File: config.mk
export PLATFORM = sky130hd
export DESIGN_NAME = npc_addrgen
export DESIGN_NICKNAME = d
export VERILOG_FILES = /design/src/rtl/npc_pkg.sv /design/src/rtl/npc_ctrl.sv /design/src/rtl/npc_datapath.sv /design/src/rtl/npc_addrgen.sv
export SDC_FILE = /design/constraint.sdc
export NUM_CORES = 1
export LEC_CHECK = 0
export ABC_AREA = 1
export ABC_CLOCK_PERIOD_IN_PS = 4200
export BUFFER_PORTS_ARGS = -buffer_cell sky130_fd_sc_hd__buf_4
export CORE_MARGIN = 2
export CORE_UTILIZATION = 40
export DETAILED_ROUTE_END_ITERATION = 16
export PLACE_DENSITY = 0.68
export SKIP_LAST_GASP = 1
export SLEW_MARGIN = 20
export SYNTH_ARGS = -nofsm -noshare
export SYNTH_HDL_FRONTEND = slang
export SYNTH_SLANG_ARGS = --single-unit
File: constraint.sdc
create_clock -name vclk -period 4.2
set_input_delay 0.63 -clock vclk [all_inputs]
set_output_delay 0.63 -clock vclk [all_outputs]
set_load 0.02 [all_outputs]
File: src/rtl/npc_pkg.sv
package npc_pkg;
  localparam int OPC_W = 6;
  localparam int FN_W  = 6;

  localparam logic [OPC_W-1:0] OP_SPECIAL = 6'h00;
  localparam logic [OPC_W-1:0] OP_JUMP    = 6'h02;
  localparam logic [OPC_W-1:0] OP_CALL    = 6'h03;
  localparam logic [OPC_W-1:0] OP_ANDI    = 6'h0C;
  localparam logic [OPC_W-1:0] OP_ORI     = 6'h0D;
  localparam logic [OPC_W-1:0] OP_XORI    = 6'h0E;
  localparam logic [FN_W-1:0]  FN_REGJMP  = 6'h08;
  localparam logic [FN_W-1:0]  FN_REGCALL = 6'h09;

  typedef struct packed {
    logic takeReg;
    logic takeJump;
    logic takeBranch;
    logic zeroExt;
    logic linkOn;
  } ctlStrobes_t;
endpackage

File: src/rtl/npc_ctrl.sv
module npc_ctrl
  import npc_pkg::*;
(
  input  logic [OPC_W-1:0] opcode,
  input  logic [FN_W-1:0]  funct,
  input  logic             brTaken,
  output ctlStrobes_t      strobes
);
  logic isSpecial;
  logic isBranchOp;

  always_comb begin
    isSpecial  = (opcode == OP_SPECIAL);
    isBranchOp = (opcode[OPC_W-1:2] == 4'b0001);
    strobes.takeReg    = isSpecial && (funct == FN_REGJMP || funct == FN_REGCALL);
    strobes.takeJump   = (opcode == OP_JUMP) || (opcode == OP_CALL);
    strobes.takeBranch = isBranchOp && brTaken;
    strobes.zeroExt    = (opcode == OP_ANDI) || (opcode == OP_ORI) || (opcode == OP_XORI);
    strobes.linkOn     = (opcode == OP_CALL) || (isSpecial && funct == FN_REGCALL);
  end
endmodule

File: src/rtl/npc_datapath.sv
module npc_datapath
  import npc_pkg::*;
#(
  parameter int DATA_W = 32,
  parameter int IMM_W  = 16,
  parameter int JFLD_W = 26
) (
  input  logic [DATA_W-1:0] curPc,
  input  logic [DATA_W-1:0] instrWord,
  input  logic [DATA_W-1:0] regVal,
  input  ctlStrobes_t       strobes,
  output logic [DATA_W-1:0] nextPc,
  output logic [DATA_W-1:0] retAddr,
  output logic [DATA_W-1:0] immOut,
  output logic [DATA_W-1:0] upperImm,
  output logic [DATA_W-1:0] memAddr
);
  localparam int WORD_SHIFT = 2;
  localparam int INSTR_BYTES = 1 << WORD_SHIFT;
  localparam int EXT_W = DATA_W - IMM_W;
  localparam int REGION_W = DATA_W - JFLD_W - WORD_SHIFT;

  logic [IMM_W-1:0]  immField;
  logic [JFLD_W-1:0] jumpField;
  logic [DATA_W-1:0] pcPlus4;
  logic [DATA_W-1:0] immSigned;
  logic [DATA_W-1:0] immUnsigned;
  logic [DATA_W-1:0] branchTarget;
  logic [DATA_W-1:0] jumpTarget;

  always_comb begin
    immField     = instrWord[IMM_W-1:0];
    jumpField    = instrWord[JFLD_W-1:0];
    pcPlus4      = curPc + DATA_W'(INSTR_BYTES);
    immSigned    = {{EXT_W{immField[IMM_W-1]}}, immField};
    immUnsigned  = {{EXT_W{1'b0}}, immField};
    branchTarget = pcPlus4 + (immSigned << WORD_SHIFT);
    jumpTarget   = {pcPlus4[DATA_W-1 -: REGION_W], jumpField, {WORD_SHIFT{1'b0}}};

    if (strobes.takeReg)         nextPc = regVal;
    else if (strobes.takeJump)   nextPc = jumpTarget;
    else if (strobes.takeBranch) nextPc = branchTarget;
    else                         nextPc = pcPlus4;

    retAddr  = pcPlus4;
    immOut   = strobes.zeroExt ? immUnsigned : immSigned;
    upperImm = {immField, {EXT_W{1'b0}}};
    memAddr  = regVal + immSigned;
  end
endmodule

File: src/rtl/npc_addrgen.sv
module npc_addrgen
  import npc_pkg::*;
#(
  parameter int DATA_W = 32,
  parameter int IMM_W  = 16,
  parameter int JFLD_W = 26
) (
  input  logic [DATA_W-1:0] curPc,
  input  logic [DATA_W-1:0] instrWord,
  input  logic [DATA_W-1:0] regVal,
  input  logic              brTaken,
  output logic [DATA_W-1:0] nextPc,
  output logic [DATA_W-1:0] retAddr,
  output logic [DATA_W-1:0] immOut,
  output logic [DATA_W-1:0] upperImm,
  output logic [DATA_W-1:0] memAddr,
  output logic              linkEn
);
  ctlStrobes_t strobes;

  npc_ctrl ctrl_i (
    .opcode  (instrWord[DATA_W-1 -: OPC_W]),
    .funct   (instrWord[FN_W-1:0]),
    .brTaken (brTaken),
    .strobes (strobes)
  );

  npc_datapath #(.DATA_W(DATA_W), .IMM_W(IMM_W), .JFLD_W(JFLD_W)) dp_i (
    .curPc     (curPc),
    .instrWord (instrWord),
    .regVal    (regVal),
    .strobes   (strobes),
    .nextPc    (nextPc),
    .retAddr   (retAddr),
    .immOut    (immOut),
    .upperImm  (upperImm),
    .memAddr   (memAddr)
  );

  assign linkEn = strobes.linkOn;
endmodule

==> flow_summary.yaml, run 1 <==
outcome:
  status: "finished, final reports clean"
power:
  clkPwrFrac_pct: 0
  internal_power_mw: 0.493
  irDropWorstVdd_uv: 115
  pwr-share-comb_pct: 100.0
  power_density_mw_per_mm2: 151
  seq_power_share_pct: 0
  p_sw_mw: 0.794
  swShare_pct: 61.7
  p_leak_nw: 4.85
sta:
  tightest_slew_ps: 588
  slew_headroom_pct: 60.4
  layout_min_cycle_time_ps: 4070
  fin_crit_sh_pct: 96.9
  rsz0062_at_grt: "yes"
  slew_violations: 0
  finalSetupViolations: 0
  fin_hold_ws_ps: 1470
  timing.fmax_mhz: 246
  hold_viol_final: 0
drt:
  wl_mm: 27.2
  wl_per_cell_um: 15.9
  drc: 0
  viasPerCell: 5.13
  vias: 8781
  drtAntennaViolNets: 0
  dr.pass1.iters: 5
  drt_iter0_drc: 613
floorplan:
  io_pins: 258
  die_w_um: 133
  core-area_mm2: 0.0164
  design.die.area_mm2: 0.0176
  die_h_um: 133
  start_util_pct: 40.4
  rows: 47
cts:
  cts_setup_buffers: 0
  cts-hold-fix-buffers: 0
  cts-resized-gates: 0
global_routing:
  grt_usage_pct: 29.7
  grt_pass1_wl_mm: 42.3
  overflow: 0
  grt_start_max_net_pins: 41
  first_global_vias: 8126
  antenna_found_initial: 0
cells_and_area:
  antennaDiodeCount: 0
  finalNonFillerCells: 1712
  ff_latch_area_um2: 0
  drive_above_1_share_pct: 21.6
  n_fill_cell: 1874
  multiInputGateArea_mm2: 0.00545
  design.seq.count: 0
  final_cell_mix: "nand2_1 (430), buf_4 (268), inv_1 (197)"
  final_common_cell: "nand2_1"
  area_delta_synth_final_pct: 28.6
  n_clock_buffer: 0
  final_util_pct: 51.9
  final_nets: 1660
setup_path:
  critPathLaunchType: "input port"
  worstPathRequired_ps: 3570
  crit_path_end_kind: "primary output"
  crit_path_start: "curPc[12]"
  cp_max_fo: 5
  arrival_ps: 3440
  crit_type: "in2out"
  crit_end: "nextPc[22]"
placement:
  port_buffers: 242
  gp_congestion: 0.949
  dp_cells: 1712
  dp_hpwl_mm: 23.4
synthesis:
  yosysSeqAreaShare_pct: 0
  synth_warnings: 0
  syn_area_per_cell_um2: 5.14
  synth_cells: 1288
  synth_area_mm2: 0.00662
  yosysUniqueCellTypes: 45
flow_run:
  maxCapViolCount: 0
hold_path:
  min_path_type: "in2out"
[routing by layer]
metal / share of wire (%) / GRT usage, % / up-vias
li1: - / - / 4435
met1: 46 / 42.1 / 3950
met2: 45 / 49.5 / 360
met3: 6.7 / 1.72 / 36
met4: 2.5 / 6.69 / 0
met5: 0 / 0 / -
[kinds of logic (layout without fill, tap and decap cells)]
family | after synthesis | count (layout) | synth area share (%)
and+or+nand+nor | 715 | 715 | 45.4
xor gates and xnor gates | 46 | 46 | 6.20
adders and majority gates | 69 | 69 | 13.3
other | 1 | 16 | 0.0566
AOI/OAI and AO/OA | 176 | 176 | 15.2
buffers and inverters | 281 | 470 | 19.9
[stage by stage]
stage / worst slack, ps / total power, mW / cell area [µm²] / setup TNS, ps
floorplan: 478 / 0.798 / 6680 / 0
global placement: 43.3 / 1.26 / 8420 / 0
detailed placement: 23.7 / 1.26 / 8420 / 0
CTS: 19.9 / 1.27 / 8420 / 0
global route: -131 / 1.40 / 8520 / -610
finish: 129 / 1.29 / 8520 / 0
[power by group through the flow]
| stage | clock (mW) | combinational (mW) | sequential, mW |
|---|---|---|---|
| 2_1_floorplan | 0 | 0.798 | 0 |
| 3_3_place_gp | 0 | 1.26 | 0 |
| 3_5_place_dp | 0 | 1.26 | 0 |
| 4_1_cts | 0 | 1.27 | 0 |
| 5_1_grt | 0 | 1.40 | 0 |
| 6_report | 0 | 1.29 | 0 |
[worst min path at each step]
stage / slack (ps) / startpoint / end / cells after the start
2_1_floorplan: 1370 / curPc[12] / retAddr[12] / 1
3_3_place_gp: 1480 / curPc[1] / retAddr[1] / 2
3_5_place_dp: 1480 / curPc[1] / retAddr[1] / 2
4_1_cts: 1480 / curPc[1] / retAddr[1] / 2
5_1_grt: 1480 / curPc[1] / retAddr[1] / 2
6_report: 1470 / curPc[1] / retAddr[1] / 2
[worst max-delay path: stages]
cell      delay (ps)
buf_4            110
nand2_1           70
nor2_1           190
nand3_1          180
nor3_2           230
nand2_1           90
and2_1           180
ha_1             360
nand2_1          150
nor2_1           210
inv_1             80
nor2_1           150
nand3b_1         150
nand3_1          120
nand2_1           50
nand3_1           60
nand3_1          110
nand2_1           90
nand2_1           50
buf_4            150
[layout make-up]
type / instances / share of cell area (%)
inverter: 201 / 8.86
multi-input combinational: 1022 / 64.0
tap: 220 / 3.23
timing repair buffer: 269 / 23.9
[cells in the mapped netlist, types with 4 or more instances]
library cell | n | share of area, %
a21o_1 | 11 | 1.2
a21oi_1 | 80 | 6.0
a31oi_1 | 7 | 0.66
and2_1 | 6 | 0.57
buf_2 | 4 | 0.30
buf_4 | 66 | 7.5
clkbuf_1 | 8 | 0.45
ha_1 | 67 | 13
inv_1 | 198 | 11
nand2_1 | 432 | 24
nand2_2 | 6 | 0.57
nand3_1 | 91 | 6.9
nand3b_1 | 5 | 0.57
nand4_1 | 19 | 1.8
nor2_1 | 120 | 6.8
nor3_1 | 15 | 1.1
nor3_2 | 4 | 0.60
o211ai_1 | 6 | 0.68
o21ai_0 | 43 | 3.2
o21bai_1 | 15 | 1.7
or2_2 | 5 | 0.47
xnor2_1 | 16 | 2.1
xor2_1 | 29 | 3.8
No activity file was read; power rests on OpenSTA's default activity.
==> run 2, diff against run 1 <==
--- a/config.mk
+++ b/config.mk
@@ -7,11 +7,10 @@
 export LEC_CHECK = 0
 export ABC_AREA = 1
 export ABC_CLOCK_PERIOD_IN_PS = 4200
-export BUFFER_PORTS_ARGS = -buffer_cell sky130_fd_sc_hd__buf_4
 export CORE_MARGIN = 2
 export CORE_UTILIZATION = 40
 export DETAILED_ROUTE_END_ITERATION = 16
-export PLACE_DENSITY = 0.68
+export DONT_BUFFER_PORTS = 1
 export SKIP_LAST_GASP = 1
 export SLEW_MARGIN = 20
 export SYNTH_ARGS = -nofsm -noshare
==> run 2 against run 1 <==
  * Die area did not move
  * Flip-flop and latch count unchanged
  * Non-clock buffer count down 221
  * Sequential share of layout area is the same
  * Maximum frequency rose by 2.8%
  * Combinational power fell by 25%
  * Setup slack improved by 110 ps
  * Final cell count decreased by 13%
  * First-iteration DRC count grew 7.7%
  * Total power fell by 25%
==> flow_summary.yaml, run 2 (same netlist as run 1, synthesis figures left out) <==
sta:
  fin_ws_ps: 241
  rsz0062_at_grt: "yes"
  setup_tns_ps: 0
  hold_viol_final: 0
  slew_headroom_pct: 31.1
  timing.fmax_mhz: 253
  tightest_slew_ps: 1030
  finalSetupViolations: 0
  fin_hold_ws_ps: 1260
  layout_min_cycle_time_ps: 3960
  slew_violations: 0
  fin_crit_sh_pct: 94.3
hold_path:
  min_path_type: "in2out"
floorplan:
  rows: 47
  core-area_mm2: 0.0164
  design.die.area_mm2: 0.0176
  die_h_um: 133
  die_w_um: 133
  start_util_pct: 40.4
  io_pins: 258
cells_and_area:
  ff_latch_area_um2: 0
  n_clock_buffer: 0
  final_nets: 1439
  area_delta_synth_final_pct: 3.27
  n_fill_cell: 1957
  final_cell_mix: "nand2_1 (431), inv_1 (198), nor2_1 (112)"
  drive_above_1_share_pct: 7.32
  multiInputGateArea_mm2: 0.00544
  design.seq.count: 0
  final_util_pct: 41.7
  antennaDiodeCount: 0
  final_common_cell: "nand2_1"
power:
  power_mw: 0.969
  power_density_mw_per_mm2: 142
  irDropWorstVdd_uv: 82.3
  p_leak_nw: 3.79
drt:
  dr.pass1.iters: 5
  drt_iter0_drc: 660
  vias: 7919
  wl_per_cell_um: 17.4
  viasPerCell: 5.31
  wl_mm: 26.0
  drtAntennaViolNets: 0
  drc: 0
outcome:
  status: "finished, final reports clean"
flow_run:
  maxCapViolCount: 0
global_routing:
  first_global_vias: 7641
  overflow: 0
  grt_usage_pct: 28.7
  grt_start_max_net_pins: 41
  grt_pass1_wl_mm: 40.6
  antenna_found_initial: 0
placement:
  port_buffers: 0
  gp_congestion: 0.957
  dp_hpwl_mm: 22.3
  pre_cts_slack_ps: 84.2
setup_path:
  crit_type: "in2out"
  arrival_ps: 3330
  cp_max_fo: 4
  crit_path_end_kind: "primary output"
  worstPathRequired_ps: 3570
  critPathLaunchType: "input port"
cts:
  cts_setup_buffers: 0
==> run 2: path summary, 6_finish.rpt <==
kind                    startpoint          to  slack [ps]  cells past startpoint
worst min-delay path  instrWord[3]   immOut[3]        1260                      0
worst max-delay path     curPc[12]  nextPc[18]         240                     17
==> run 2: report_power, final <==
part / switching, mW / total [mW] / internal [mW] / leakage, nW
Clock: 0 / 0 / 0 / 0
Combinational: 0.674 / 0.969 / 0.295 / 3.79
Sequential: 0 / 0 / 0 / 0
Total: 0.674 / 0.969 / 0.295 / 3.79
==> run 2: what timing repair did <==
| item | 4_1_cts | 5_1_grt |
|---|---|---|
| endpoints found under the setup margin | 0 | 18 |
| resized for setup | 0 | 18 |
| hold buffers | 0 | 0 |
==> run 2: critical path, stage by stage <==
cell	delay (ps)
nand2_1	70
nor2_1	160
nand2_1	130
nor3_4	230
xor2_2	230
inv_1	140
ha_1	330
nand2_1	90
inv_1	80
a21oi_1	310
o21bai_1	160
nor2_1	120
nand2_1	50
nand3_1	80
nand2_1	100
a21oi_1	210
buf_4	180
==> run 2: stage by stage <==
stage | instances | instance area, µm²
after CTS | 1491 | 6780
after global placement | 1491 | 6780
after global routing | 1491 | 6840
after floorplan | 1303 | 6680
final | 1491 | 6840
after detailed placement | 1491 | 6780
==> run 2: final cells by class <==
class	count	area share [%]
inverter	201	11.0
multi-input combinational	1022	79.5
tap	220	4.02
timing repair buffer	48	5.45
==> run 2: layer usage <==
layer / vias to the layer above / GRT usage, % / share of wire [%]
met5: - / 0 / 0
met3: 41 / 4.21 / 8.1
met2: 368 / 49.7 / 46
met1: 3523 / 37.8 / 44
li1: 3987 / - / -
met4: 0 / 6.03 / 2.6
